File: src/rtl/lsa_pkg.sv
package lsa_pkg;

   typedef enum logic [2:0] {
      SEQ_ARM   = 3'd0,
      SEQ_SP    = 3'd1,
      SEQ_PIX   = 3'd2,
      SEQ_GAP   = 3'd3,
      SEQ_WEXIT = 3'd4
   } seq_state_e;

endpackage

File: src/rtl/lsa_phase_gen.sv
module lsa_phase_gen #(
   parameter int CP_DIV = 4
) (
   input  logic clk_i,
   input  logic rst_ni,
   output logic cp_o,
   output logic adclk_o,
   output logic tick_o
);
   localparam int PH_W = $clog2(CP_DIV);
   localparam int HALF = CP_DIV / 2;
   localparam logic [PH_W-1:0] PH_LAST = PH_W'(CP_DIV - 1);

   logic [PH_W-1:0] ph_q, ph_n;
   logic cp_q, adclk_q;

   always_comb begin
      if (ph_q == PH_LAST) ph_n = '0;
      else                 ph_n = ph_q + PH_W'(1);
   end

   always_ff @(posedge clk_i or negedge rst_ni) begin
      if (!rst_ni) begin
         ph_q    <= PH_LAST;
         cp_q    <= 1'b0;
         adclk_q <= 1'b0;
      end else begin
         ph_q    <= ph_n;
         cp_q    <= (ph_n < PH_W'(HALF));
         adclk_q <= (ph_n >= PH_W'(1)) && (ph_n <= PH_W'(HALF));
      end
   end

   assign cp_o    = cp_q;
   assign adclk_o = adclk_q;
   assign tick_o  = (ph_q == PH_LAST);


   cp_restart_chk: assert property (@(posedge clk_i) disable iff (!rst_ni)
      tick_o |=> $rose(cp_q));


   adclk_rise_chk: assert property (@(posedge clk_i) disable iff (!rst_ni)
      $rose(cp_q) |=> $rose(adclk_q));


   adclk_fall_chk: assert property (@(posedge clk_i) disable iff (!rst_ni)
      $fell(cp_q) |=> $fell(adclk_q));

endmodule

File: src/rtl/lsa_frame_seq.sv
module lsa_frame_seq
   import lsa_pkg::*;
#(
   parameter int PIX     = 800,
   parameter int LINES   = 100,
   parameter int GAP_W   = 8,
   parameter int ADC_LAT = 3
) (
   input  logic             clk_i,
   input  logic             rst_ni,
   input  logic             tick_i,
   input  logic             note_i,
   input  logic [GAP_W-1:0] gap_cfg_i,
   output logic             sp_o,
   output logic             cap_o,
   output logic             eof_o
);
   localparam int PIX_W  = $clog2(PIX);
   localparam int LINE_W = $clog2(LINES);
   localparam int TOTAL  = PIX * LINES;
   localparam int CNT_W  = $clog2(TOTAL);
   localparam logic [PIX_W-1:0]  PIX_LAST  = PIX_W'(PIX - 1);
   localparam logic [LINE_W-1:0] LINE_LAST = LINE_W'(LINES - 1);
   localparam logic [CNT_W-1:0]  CNT_LAST  = CNT_W'(TOTAL - 1);

   seq_state_e        st_q, st_n;
   logic [PIX_W-1:0]  pix_q, pix_n;
   logic [LINE_W-1:0] line_q, line_n;
   logic [GAP_W-1:0]  gap_q, gap_n;
   logic              note_s1_q, note_s2_q;
   logic              pix_now, cap_pre;
   logic [CNT_W-1:0]  cnt_q;
   logic              eof_q;

   // two-flop synchroniser for the asynchronous photodetector
   always_ff @(posedge clk_i or negedge rst_ni) begin
      if (!rst_ni) begin
         note_s1_q <= 1'b0;
         note_s2_q <= 1'b0;
      end else begin
         note_s1_q <= note_i;
         note_s2_q <= note_s1_q;
      end
   end

   always_comb begin
      st_n   = st_q;
      pix_n  = pix_q;
      line_n = line_q;
      gap_n  = gap_q;
      if (tick_i) begin
         unique case (st_q)
            SEQ_ARM: begin
               if (note_s2_q) begin
                  st_n   = SEQ_SP;
                  line_n = '0;
               end
            end
            SEQ_SP: begin
               st_n  = SEQ_PIX;
               pix_n = '0;
            end
            SEQ_PIX: begin
               if (pix_q == PIX_LAST) begin
                  pix_n = '0;
                  if (line_q == LINE_LAST) begin
                     st_n = SEQ_WEXIT;
                  end else begin
                     line_n = line_q + LINE_W'(1);
                     gap_n  = '0;
                     st_n   = (gap_cfg_i == '0) ? SEQ_SP : SEQ_GAP;
                  end
               end else begin
                  pix_n = pix_q + PIX_W'(1);
               end
            end
            SEQ_GAP: begin
               if (({1'b0, gap_q} + (GAP_W+1)'(1)) >= {1'b0, gap_cfg_i}) st_n = SEQ_SP;
               else gap_n = gap_q + GAP_W'(1);
            end
            SEQ_WEXIT: begin
               if (!note_s2_q) st_n = SEQ_ARM;
            end
            default: st_n = SEQ_ARM;
         endcase
      end
   end

   always_ff @(posedge clk_i or negedge rst_ni) begin
      if (!rst_ni) begin
         st_q   <= SEQ_ARM;
         pix_q  <= '0;
         line_q <= '0;
         gap_q  <= '0;
      end else begin
         st_q   <= st_n;
         pix_q  <= pix_n;
         line_q <= line_n;
         gap_q  <= gap_n;
      end
   end

   assign pix_now = (st_q == SEQ_PIX);
   assign sp_o    = (st_q == SEQ_SP);

   // capture strobe: a pixel period is taken ADC_LAT-1 periods later
   generate
      if (ADC_LAT == 1) begin : g_lat_direct
         assign cap_pre = pix_now;
      end else if (ADC_LAT == 2) begin : g_lat_one
         logic vp_q;
         always_ff @(posedge clk_i or negedge rst_ni) begin
            if (!rst_ni)     vp_q <= 1'b0;
            else if (tick_i) vp_q <= pix_now;
         end
         assign cap_pre = vp_q;
      end else begin : g_lat_shift
         logic [ADC_LAT-2:0] vp_q;
         always_ff @(posedge clk_i or negedge rst_ni) begin
            if (!rst_ni)     vp_q <= '0;
            else if (tick_i) vp_q <= {vp_q[ADC_LAT-3:0], pix_now};
         end
         assign cap_pre = vp_q[ADC_LAT-2];
      end
   endgenerate

   assign cap_o = tick_i && cap_pre;

   always_ff @(posedge clk_i or negedge rst_ni) begin
      if (!rst_ni) begin
         cnt_q <= '0;
         eof_q <= 1'b0;
      end else begin
         eof_q <= cap_o && (cnt_q == CNT_LAST);
         if (cap_o) cnt_q <= (cnt_q == CNT_LAST) ? '0 : cnt_q + CNT_W'(1);
      end
   end

   assign eof_o = eof_q;


   sp_whole_period_chk: assert property (@(posedge clk_i) disable iff (!rst_ni)
      $fell(sp_o) |-> $past(tick_i));


   line_bound_chk: assert property (@(posedge clk_i) disable iff (!rst_ni)
      line_q <= LINE_LAST);


   arm_after_exit_chk: assert property (@(posedge clk_i) disable iff (!rst_ni)
      (st_q != SEQ_ARM && st_q != SEQ_WEXIT) |=> st_q != SEQ_ARM);


   eof_single_chk: assert property (@(posedge clk_i) disable iff (!rst_ni)
      eof_q |=> !eof_q);

endmodule

File: src/rtl/lsa_sample_fifo.sv
module lsa_sample_fifo #(
   parameter int DW    = 10,
   parameter int DEPTH = 64,
   parameter int THR   = 16
) (
   input  logic          clk_i,
   input  logic          rst_ni,
   input  logic          wr_i,
   input  logic [DW-1:0] wr_data_i,
   input  logic          rd_i,
   input  logic          ovr_clr_i,
   output logic [DW-1:0] rd_data_o,
   output logic          rd_valid_o,
   output logic          dma_req_o,
   output logic          ovr_o
);
   localparam int AW = $clog2(DEPTH);
   localparam int LW = $clog2(DEPTH + 1);
   localparam logic [LW-1:0] LVL_FULL = LW'(DEPTH);
   localparam logic [LW-1:0] LVL_THR  = LW'(THR);

   logic [DW-1:0] mem_q [DEPTH];
   logic [AW-1:0] wp_q, rp_q;
   logic [LW-1:0] lvl_q;
   logic          ovr_q;
   logic          full, empty, push, pop;

   assign full  = (lvl_q == LVL_FULL);
   assign empty = (lvl_q == '0);
   assign push  = wr_i && !ovr_q && !full;
   assign pop   = rd_i && !empty;

   always_ff @(posedge clk_i) begin
      if (push) mem_q[wp_q] <= wr_data_i;
   end

   always_ff @(posedge clk_i or negedge rst_ni) begin
      if (!rst_ni) begin
         wp_q  <= '0;
         rp_q  <= '0;
         lvl_q <= '0;
         ovr_q <= 1'b0;
      end else begin
         if (push) wp_q <= wp_q + AW'(1);
         if (pop)  rp_q <= rp_q + AW'(1);
         unique case ({push, pop})
            2'b10:   lvl_q <= lvl_q + LW'(1);
            2'b01:   lvl_q <= lvl_q - LW'(1);
            default: lvl_q <= lvl_q;
         endcase
         if (wr_i && full)   ovr_q <= 1'b1;
         else if (ovr_clr_i) ovr_q <= 1'b0;
      end
   end

   assign rd_data_o  = mem_q[rp_q];
   assign rd_valid_o = !empty;
   assign dma_req_o  = (lvl_q >= LVL_THR);
   assign ovr_o      = ovr_q;


   level_bound_chk: assert property (@(posedge clk_i) disable iff (!rst_ni)
      lvl_q <= LVL_FULL);


   req_from_push_chk: assert property (@(posedge clk_i) disable iff (!rst_ni)
      $rose(dma_req_o) |-> $past(push));


   ovr_sticky_chk: assert property (@(posedge clk_i) disable iff (!rst_ni)
      (ovr_q && !ovr_clr_i) |=> ovr_q);


   ovr_no_growth_chk: assert property (@(posedge clk_i) disable iff (!rst_ni)
      ovr_q |=> lvl_q <= $past(lvl_q));

endmodule

File: src/rtl/linescan_acq.sv
module linescan_acq #(
   parameter int PIX        = 800,
   parameter int LINES      = 100,
   parameter int SAMPLE_W   = 10,
   parameter int FIFO_DEPTH = 64,
   parameter int DMA_THR    = 16,
   parameter int ADC_LAT    = 3,
   parameter int CP_DIV     = 4,
   parameter int GAP_W      = 8
) (
   input  logic                clk_i,
   input  logic                rst_ni,
   input  logic                note_i,
   input  logic [GAP_W-1:0]    gap_cfg_i,
   input  logic [SAMPLE_W-1:0] adc_data_i,
   input  logic                ovr_clr_i,
   input  logic                rd_i,
   output logic                cp_o,
   output logic                sp_o,
   output logic                adclk_o,
   output logic [SAMPLE_W-1:0] rd_data_o,
   output logic                rd_valid_o,
   output logic                dma_req_o,
   output logic                eof_o,
   output logic                ovr_o
);
   generate
      if (CP_DIV < 4 || (CP_DIV % 2) != 0) begin : g_bad_div
         $error("CP_DIV must be even and at least 4");
      end
      if (PIX < 2 || LINES < 2) begin : g_bad_frame
         $error("PIX and LINES must be at least 2");
      end
      if (ADC_LAT < 1) begin : g_bad_lat
         $error("ADC_LAT must be at least 1");
      end
      if (FIFO_DEPTH < 2 || (FIFO_DEPTH & (FIFO_DEPTH - 1)) != 0) begin : g_bad_depth
         $error("FIFO_DEPTH must be a power of two");
      end
      if (DMA_THR < 1 || DMA_THR > FIFO_DEPTH) begin : g_bad_thr
         $error("DMA_THR must lie in 1..FIFO_DEPTH");
      end
   endgenerate

   logic tick, cap;

   lsa_phase_gen #(
      .CP_DIV (CP_DIV)
   ) i_phase (
      .clk_i   (clk_i),
      .rst_ni  (rst_ni),
      .cp_o    (cp_o),
      .adclk_o (adclk_o),
      .tick_o  (tick)
   );

   lsa_frame_seq #(
      .PIX     (PIX),
      .LINES   (LINES),
      .GAP_W   (GAP_W),
      .ADC_LAT (ADC_LAT)
   ) i_seq (
      .clk_i     (clk_i),
      .rst_ni    (rst_ni),
      .tick_i    (tick),
      .note_i    (note_i),
      .gap_cfg_i (gap_cfg_i),
      .sp_o      (sp_o),
      .cap_o     (cap),
      .eof_o     (eof_o)
   );

   lsa_sample_fifo #(
      .DW    (SAMPLE_W),
      .DEPTH (FIFO_DEPTH),
      .THR   (DMA_THR)
   ) i_fifo (
      .clk_i      (clk_i),
      .rst_ni     (rst_ni),
      .wr_i       (cap),
      .wr_data_i  (adc_data_i),
      .rd_i       (rd_i),
      .ovr_clr_i  (ovr_clr_i),
      .rd_data_o  (rd_data_o),
      .rd_valid_o (rd_valid_o),
      .dma_req_o  (dma_req_o),
      .ovr_o      (ovr_o)
   );


   reset_quiet_chk: assert property (@(posedge clk_i)
      !rst_ni |=> !eof_o && !ovr_o && !rd_valid_o);

endmodule

File: config.mk
export PLATFORM = sky130hd
export DESIGN_NAME = linescan_acq
export DESIGN_NICKNAME = d
export VERILOG_FILES = /design/src/rtl/lsa_pkg.sv /design/src/rtl/lsa_phase_gen.sv /design/src/rtl/lsa_frame_seq.sv /design/src/rtl/lsa_sample_fifo.sv /design/src/rtl/linescan_acq.sv
export SDC_FILE = /design/constraint.sdc
export NUM_CORES = 1
export LEC_CHECK = 0
export ABC_AREA = 1
export BUFFER_PORTS_ARGS = -buffer_cell sky130_fd_sc_hd__buf_2
export CAP_MARGIN = 0
export CORE_ASPECT_RATIO = 0.6
export CORE_MARGIN = 2
export CORE_UTILIZATION = 54
export CTS_BUF_LIST = sky130_fd_sc_hd__clkbuf_2 sky130_fd_sc_hd__clkbuf_4 sky130_fd_sc_hd__clkbuf_8
export CTS_CLUSTER_DIAMETER = 60
export DETAILED_ROUTE_END_ITERATION = 12
export GPL_ROUTABILITY_DRIVEN = 0
export HOLD_SLACK_MARGIN = 0.08
export PLACE_DENSITY = 0.7
export SYNTH_ARGS = -nofsm -noshare
export SYNTH_HDL_FRONTEND = slang
export SYNTH_SLANG_ARGS = --single-unit
File: constraint.sdc
create_clock -name clk_i -period 3.44 [get_ports clk_i]
set_clock_uncertainty 0.15 [all_clocks]
set_input_delay 0.516 -clock clk_i [delete_from_list [all_inputs] [get_ports clk_i]]
set_output_delay 0.516 -clock clk_i [all_outputs]
set_load 0.005 [all_outputs]
==> results of run 1 <==
## cell type report
cell class | count | area, um2
Multi-Input combinational cell | 1652 | 8450
Timing Repair Buffer | 226 | 2520
Sequential cell | 714 | 21100
Timing Repair inverter | 5 | 56.3
Clock buffer | 139 | 1700
Fill cell | 3988 | 19100
Tap cell | 748 | 936
Clock inverter | 40 | 241
Inverter | 118 | 472
## path summary, 6_finish.rpt
check / start / endpoint / slack, ns / depth (start not counted)
max: i_fifo.rp_q[0] / rd_data_o[7] / -0.13 / 11
min: gap_cfg_i[4] / i_seq.st_q[1] / 0.13 / 5
max reg2reg: i_phase.ph_q[0] / i_fifo.mem_q[63][8] / 0.34 / 8
min reg2reg: i_seq.note_s1_q / i_seq.note_s2_q / 0.20 / 0
max in group asynchronous: rst_ni / i_fifo.rp_q[0] / 2.00 / 2
min in group asynchronous: rst_ni / i_seq.cnt_q[9] / 0.35 / 2
## layout by cell type, fill, tap and decap left out, types with 5 or more instances in the layout
master,synthesis,final
nor2_4,0,12
or2_4,0,5
o21ai_1,43,72
nand2_1,349,319
dlygate4sd3_1,0,5
nor4_1,6,6
or2_2,20,15
ha_1,21,21
xor2_1,22,22
buf_6,24,13
xnor2_1,8,8
dfrtp_1,72,70
clkbuf_16,0,5
nand3_1,169,126
o21ai_2,0,7
clkbuf_4,0,34
edfxtp_1,640,640
a21oi_1,55,34
bufbuf_16,0,9
clkbuf_8,0,105
nand2_2,2,32
buf_12,0,16
nor2_2,3,26
a21oi_2,0,20
buf_16,0,16
nand3_2,0,42
inv_2,7,5
buf_4,16,123
o21ai_0,270,231
nand4_1,13,13
o22ai_1,22,19
nor2_1,534,499
buf_2,22,36
inv_1,111,111
clkinv_2,0,8
o211ai_1,80,80
nor3_1,19,19
clkinv_1,0,25
## sequential cells by signal, summed over array words and instances, names as in the netlist
| register | count |
|---|---|
| i_phase.ph_q | 2 |
| i_fifo.lvl_q | 7 |
| i_fifo.rp_q | 6 |
| i_seq.line_q | 7 |
| i_fifo.mem_q | 640 |
| i_seq.note_s2_q | 1 |
| i_phase.adclk_o | 1 |
| i_seq.eof_o | 1 |
| i_seq.cnt_q | 17 |
| i_seq.gap_q | 8 |
| i_seq.note_s1_q | 1 |
| i_phase.cp_o | 1 |
| i_seq.pix_q | 10 |
| i_fifo.ovr_o | 1 |
| i_fifo.wp_q | 6 |
| i_seq.st_q | 3 |
| i_seq.g_lat_shift.vp_q | 2 |
## critical path, cell delays in order, from the launching register on
cell and delay [ns]:
dfrtp_4 0.56, buf_12 0.19, clkinv_16 0.08, buf_16 0.14, buf_8 0.12, nor2_1 0.04
o211ai_1 0.39, nand3_2 0.24, nand3_2 0.12, nand3_2 0.09, nand2_1 0.09, buf_2 0.12
## repair_timing
action / CTS / global route
buffers inserted: 22 / 3
pin swaps: 51 / 45
hold buffers: 5 / 0
gates cloned: 22 / 5
resized for setup: 171 / 109
hold endpoints to repair: 85 / 0
endpoints found under the setup margin: 10 / 10
## power breakdown
part	internal [W]	leakage (nW)	switching, W
registers	0.00961	6.72	0.000240
clock network	0.00334	1.02	0.00322
logic	0.00430	5.21	0.00762
total	0.0173	13.0	0.0111
## metrics by stage
stage	setup slack, ns	power [W]	TNS, ns	cells	utilization
floorplan	0.756	0.0155	0	2620	-
global placement	0.262	0.0184	0	3406	0.579
detailed placement	0.264	0.0185	0	3406	0.579
CTS	-0.0467	0.0272	-0.329	3634	0.641
global route	-0.198	0.0294	-1.56	3642	0.650
finish	-0.130	0.0283	-0.832	3642	0.650
## cells by family (layout without fill, tap and decap cells)
kind of cell / count (synthesis) / in the layout / synth area share
DFF: 714 / 714 / 0.700
adders and majority gates: 22 / 22 / 0.00940
and+or+nand+nor: 1121 / 1121 / 0.153
AOI/OAI and AO/OA: 479 / 479 / 0.0877
buffers and inverters: 254 / 528 / 0.0410
xor gates and xnor gates: 30 / 30 / 0.00873
## routing by layer
| metal | vias up | part of all wire | GRT usage | wire length [um] |
|---|---|---|---|---|
| met5 | - | 0.0014 | 0.0150 | 126 |
| met4 | 2 | 0.024 | 0.0871 | 2130 |
| met3 | 171 | 0.15 | 0.0906 | 13300 |
| met2 | 1595 | 0.42 | 0.424 | 37500 |
| met1 | 10506 | 0.40 | 0.462 | 35300 |
| li1 | 9624 | - | - | - |
==> qor_table.md, run 1 <==
| Metric | Value |
|---|---|
| Result of the run | finished, violations left |
| Violations in the final reports | setup timing |
| Number of hold-slack violations in the final timing report | 0 |
| Worst-margin pin slew | 1.10 ns |
| Most numerous cell in the Yosys netlist | edfxtp_1 |
| Vias in the first global route | 21,039 |
| Antenna cell count | 0 |
| Total number of yosys warnings | 0 |
| IO Port Bufs | 39 |
| Max Cap Violations | 0 |
| Number of cells produced by synthesis | 2,620 |
| Core ar. | 54,600 um2 |
| Data required, critical path | 2.77 ns |
| Skew-Pair Late Insertion Delay | 0.72 ns |
| Critical Path AT | 2.90 ns |
| FP Rows | 66 |
| Ports | 40 |
| Share of post-route cells with drive strength above 1 | 0.196 |
| Seq/Total Area, Yosys | 0.700 |
| Half-perimeter wire length after detailed placement | 50,000 um |
| Clock-pin slew reported for the worst setup and hold paths after clock tree synthesis | 0.07 ns |
| Element type at the critical path end | output pin |
| DIE HEIGHT | 187 um |
| Die area | 57,700 um2 |
| Final Net Count | 2,862 |
| Post-detailed-placement cell area | 31,600 um2 |
| Crit path launch type | flop |
| CTS tree | built |
| Largest net degree at the start of global routing | 104 |
| Fmax | 0.280 GHz |
| Global-route wire length before repair | 131,000 um |
| Final count of pins violating max slew | 0 |
| Total track usage | 0.305 |
| Maximum level of the CTS H-tree | 3 |
| Period utilization | 1.04 |
| Final setup vio count | 10 |
| Count of clock tree sinks | 714 |
| HP Class | in -> reg |
| Minimum period implied by the final worst setup slack | 3.57 ns |
| Top cells by count, synth | 640 x edfxtp_1, 534 x nor2_1, 349 x nand2_1, 270 x o21ai_0, 169 x nand3_1 |
| Post-detailed-route wirelength per cell | 24.2 um |
| Post-route standard cell area excluding fillers | 35,500 um2 |
| Post-synthesis cell area | 30,100 um2 |
| Avg Inst Size Synth | 11.5 um2 |
| Initial cell density of the core | 0.551 |
| Inserted Clock Buffers | 100 |
| Detailed router's first-iteration violation count | 3,545 |
| Number of enable flip-flop cells after synthesis | 640 |
| Detailed-route via count | 21,898 |
| Detailed Routing Iterations Pass 1 | 5 |
| Synthesized net count | 2,665 |
| Crit path max fanout | 6 |
| Cell area power density | 799 nW/um2 |
| Chip width | 309 um |
| Overall overflow remaining after global route | 0 |
| Number of antenna violations at the first check in global routing | 1 |
| Predominant post-synthesis flop cell | edfxtp_1 |
| Synthesis-to-layout area growth | 17.8% |
| Relative slew slack | 0.269 |
| Clock Root Buffer | clkbuf_8 |
| Maximum buffer depth of the clock tree | 3 |
| Setup repair after global routing missed its margin | true |
| Share of synthesized flip-flops with an asynchronous set or reset | 0.104 |
| Area leader, netlist | edfxtp_1 |
| Reported leakage power | 13.0 nW |
| Flip-flop and latch count after synthesis | 714 |
| Total detailed-routing wirelength | 88,300 um |
| Vias per cell | 6.01 |
| Maximum vdd drop | 0.000575 V |
| DRC violations left | 0 |
| Worst Setup Slack, final | -0.130 ns |
| Hold Slack | 0.126 ns |
| Top cell type's share of synthesized area | 0.639 |
| Count of nets left with antenna violations after detail routing | 0 |
| Number of library cell types mapped by synthesis | 36 |
| Category of the most critical setup path | reg -> out |
| Leading post-synthesis cells by cell area | edfxtp_1 64%, nor2_1 6.7%, dfrtp_1 6.0% |
No activity file was read; power rests on OpenSTA's default activity.
==> run 2: changes to the inputs <==
Settings changed: ABC_AREA 1 to unset, CORE_ASPECT_RATIO 0.6 to unset.
==> qor_table.md, run 2 <==
| Metric | Value | vs previous |
|---|---|---|
| Initial cell density of the core | 0.546 | -0.00556 |
| Most numerous cell in the Yosys netlist | edfxtp_1 |  |
| Setup slack after placement | 0.137 ns | -0.127 ns |
| Vias in the first global route | 16,024 | -24% |
| Detailed router's first-iteration violation count | 1,472 | -58% |
| HP Class | in -> reg |  |
| Post-detailed-route wirelength per cell | 26.2 um | +7.9% |
| Critical Path AT | 3.05 ns | +0.15 ns |
| Most used cell, CP | buf_12 |  |
| Area leader, netlist | edfxtp_1 |  |
| Number of enable flip-flop cells after synthesis | 640 | unchanged |
| Number of hold-slack violations in the final timing report | 0 | unchanged |
| Final setup vio count | 10 | unchanged |
| Leading cell type in the layout, fill and taps excluded | edfxtp_1 |  |
| Clock-pin slew reported for the worst setup and hold paths after clock tree synthesis | 0.06 ns | about the same |
| Period utilization | 1.08 | +0.0437 |
| Ports | 40 | unchanged |
| Setup repair after global routing missed its margin | true |  |
| Top cell type's share of synthesized area | 0.670 | +0.0315 |
| Minimum period implied by the final worst setup slack | 3.72 ns | +0.150 ns |
| Count of nets left with antenna violations after detail routing | 0 | unchanged |
| Post-route standard cell area excluding fillers | 33,700 um2 | -5.0% |
| Clock Root Buffer | clkbuf_8 |  |
| Detailed Routing Iterations Pass 1 | 6 | +1 |
| CP Buf/Inv Count | 4 | -1 |
| Skew-Pair Late Insertion Delay | 0.70 ns | -0.02 ns |
| Share of post-route cells with drive strength above 1 | 0.328 | +0.132 |
| Avg Inst Size Synth | 18.5 um2 | +61% |
| Post-detailed-placement cell area | 30,500 um2 | -3.6% |
| Number of library cell types mapped by synthesis | 66 | +83% |
| Count of clock tree sinks | 714 | unchanged |
| Relative slew slack | 0.140 | -0.129 |
| Final Net Count | 1,859 | -35% |
| Violations in the final reports | setup timing |  |
| Overall overflow remaining after global route | 0 | unchanged |
| Maximum buffer depth of the clock tree | 3 | unchanged |
| Largest net degree at the start of global routing | 75 | -28% |
| Category of the most critical setup path | reg -> out |  |
| Element type at the critical path end | output pin |  |
| Worst Setup Slack, final | -0.281 ns | -0.150 ns |
| Worst-margin pin slew | 1.29 ns | +0.194 ns |
| Top delay family on crit path | multiplexers |  |
| Half-perimeter wire length after detailed placement | 41,100 um | -18% |
| Largest registers | i_fifo.mem_q (640), i_seq.cnt_q (17), i_seq.pix_q (10) |  |
| Number of logic stages on the critical path including buffering | 10 | -1 |
| Register containing the most flip-flops in the final layout | i_fifo.mem_q |  |
| Cell area power density | 740 nW/um2 | -7.5% |
| FP Rows | 84 | +27% |
| Top cells by count, synth | 640 x edfxtp_1, 125 x mux4_2, 105 x nor2_1, 72 x dfrtp_1, 71 x mux2i_1 |  |
| Die area | 55,000 um2 | -4.7% |
| Global-route wire length before repair | 101,000 um | -23% |
| Data required, critical path | 2.77 ns | about the same |
| Core ar. | 52,600 um2 | -3.7% |
| Library cell contributing the largest single delay on the critical path | dfrtp_4 |  |
| Maximum level of the CTS H-tree | 3 | unchanged |
| Leading post-synthesis cells by cell area | edfxtp_1 67%, mux4_2 9.8%, dfrtp_1 6.3% |  |
| Inserted Clock Buffers | 110 | +10% |
| IO Port Bufs | 39 | unchanged |
| Detailed-route via count | 15,775 | -28% |
| Maximum vdd drop | 0.000380 V | -34% |
| Number of cells produced by synthesis | 1,554 | -41% |
| Max reg flops | 640 | unchanged |
| CP Cell Sequence | buf_12 -> buf_12 -> mux4_2 -> mux2i_1 -> nor2_2 -> a2111oi_4 -> buf_4 -> or3_4 -> a21oi_2 -> buf_2 |  |
| DIE HEIGHT | 234 um | +25% |
| Reported leakage power | 11.6 nW | -10% |
| Flip-flop and latch count after synthesis | 714 | unchanged |
| Chip width | 234 um | -24% |
| Total detailed-routing wirelength | 67,700 um | -23% |
| Maximum cell stage delay along the critical path | 0.49 ns | -0.07 ns |
| Total number of yosys warnings | 0 | unchanged |
| CTS tree | built |  |
| Total track usage | 0.255 | -0.0499 |
| Post-synthesis cell area | 28,700 um2 | -4.7% |
| Count of fill cells added during filler insertion | 3,588 | -10% |
| Predominant post-synthesis flop cell | edfxtp_1 |  |
| Max Cap Violations | 0 | unchanged |
| Commonest non-fill, non-tap cells in the layout | 640 x edfxtp_1, 151 x buf_4, 129 x mux4_2 |  |
| Fmax | 0.269 GHz | -4.0% |
| Share of synthesized flip-flops with an asynchronous set or reset | 0.104 | unchanged |
| Synthesized net count | 1,599 | -40% |
| Hold Crit Depth | 1 | -4 |
| Vias per cell | 6.10 | +1.5% |
| Synthesis-to-layout area growth | 17.4% |  |
| Number of antenna violations at the first check in global routing | 2 | +1 |
| DRC violations left | 0 | unchanged |
| Final count of pins violating max slew | 0 | unchanged |
| Share of the core filled with cells | 0.641 | -0.00873 |
| Crit path launch type | flop |  |
| Seq/Total Area, Yosys | 0.735 | +0.0345 |
| Path depth of the worst reg2reg path | 12 | +4 |
| Result of the run | finished, violations left |  |
| Crit path max fanout | 6 | unchanged |
| Post-layout total power | 0.0249 W | -12% |
-- run 2: cell type report --
cell class | instances | area [um2] | area share
Sequential cell | 714 | 21100 | 0.626
Multi-Input combinational cell | 736 | 7500 | 0.223
Timing Repair Buffer | 229 | 2040 | 0.0604
Clock buffer | 152 | 1850 | 0.0549
Tap cell | 688 | 861 | 0.0256
Clock inverter | 43 | 264 | 0.00784
Inverter | 23 | 86.3 | 0.00256
Antenna cell | 1 | 2.50 | 0.0000743
-- run 2: path summary, 6_finish.rpt --
kind	from	end	slack (ns)
max	i_fifo.rp_q[0]	rd_data_o[0]	-0.28
min	adc_data_i[3]	i_fifo.mem_q[53][3]	0.18
max in group asynchronous	rst_ni	i_fifo.rp_q[0]	2.05
min reg2reg	i_seq.note_s1_q	i_seq.note_s2_q	0.23
min in group asynchronous	rst_ni	i_seq.note_s1_q	0.37
max reg2reg	i_fifo.lvl_q[1]	i_fifo.lvl_q[6]	0.34
-- run 2: kinds of logic (layout without fill, tap and decap cells) --
kind of cell / Yosys count / in the layout / synth area share
AO/OA/AOI/OAI: 193 / 193 / 0.0467
XOR/XNOR: 46 / 46 / 0.0140
adder cells (fa/ha/maj): 22 / 22 / 0.00986
buffers and inverters: 104 / 447 / 0.0192
flip-flops: 714 / 714 / 0.735
multiplexers: 210 / 210 / 0.132
other: 0 / 1 / 0
AND/OR/NAND/NOR: 265 / 265 / 0.0438
-- run 2: per-stage QoR --
step           setup TNS [ns]  hold slack [ns]  cells
6_report                -1.98            0.177   2586
5_1_grt                 -2.78            0.163   2586
4_1_cts                 -2.92            0.120   2574
3_5_place_dp                0            0.220   2348
3_3_place_gp                0            0.223   2348
2_1_floorplan               0           0.0704   1554
-- run 2: metal layers --
metal | up-vias | part of all wire | track usage
met5 | - | 0.00019 | 0
met4 | 2 | 0.028 | 0.0825
met3 | 133 | 0.082 | 0.0604
met2 | 706 | 0.49 | 0.405
met1 | 8138 | 0.40 | 0.352
li1 | 6796 | - | -
-- run 2: where the power goes --
| group | internal [W] | switching (W) |
|---|---|---|
| registers | 0.00957 | 0.000221 |
| logic | 0.00399 | 0.00432 |
| clock network | 0.00367 | 0.00314 |
| total | 0.0172 | 0.00768 |
-- run 2: worst register-to-register path, cell delays in order (launching register included) --
cell and delay (ns):
dfrtp_1 0.41, nor4_1 0.37, and3_1 0.27, nor3_2 0.07
inv_1 0.06, ha_2 0.26, inv_1 0.13, fa_1 0.46
nor2b_1 0.13, o21a_1 0.14, o21ai_0 0.11, o311ai_1 0.34
xor2_1 0.17
-- run 2: timing repair --
item | CTS | global route
hold endpoints to repair | 74 | 0
hold buffers | 3 | 0
resized for setup | 102 | 40
buffers inserted | 20 | 16
pin swaps | 28 | 31
gates cloned | 8 | 0
setup endpoints to repair | 10 | 11
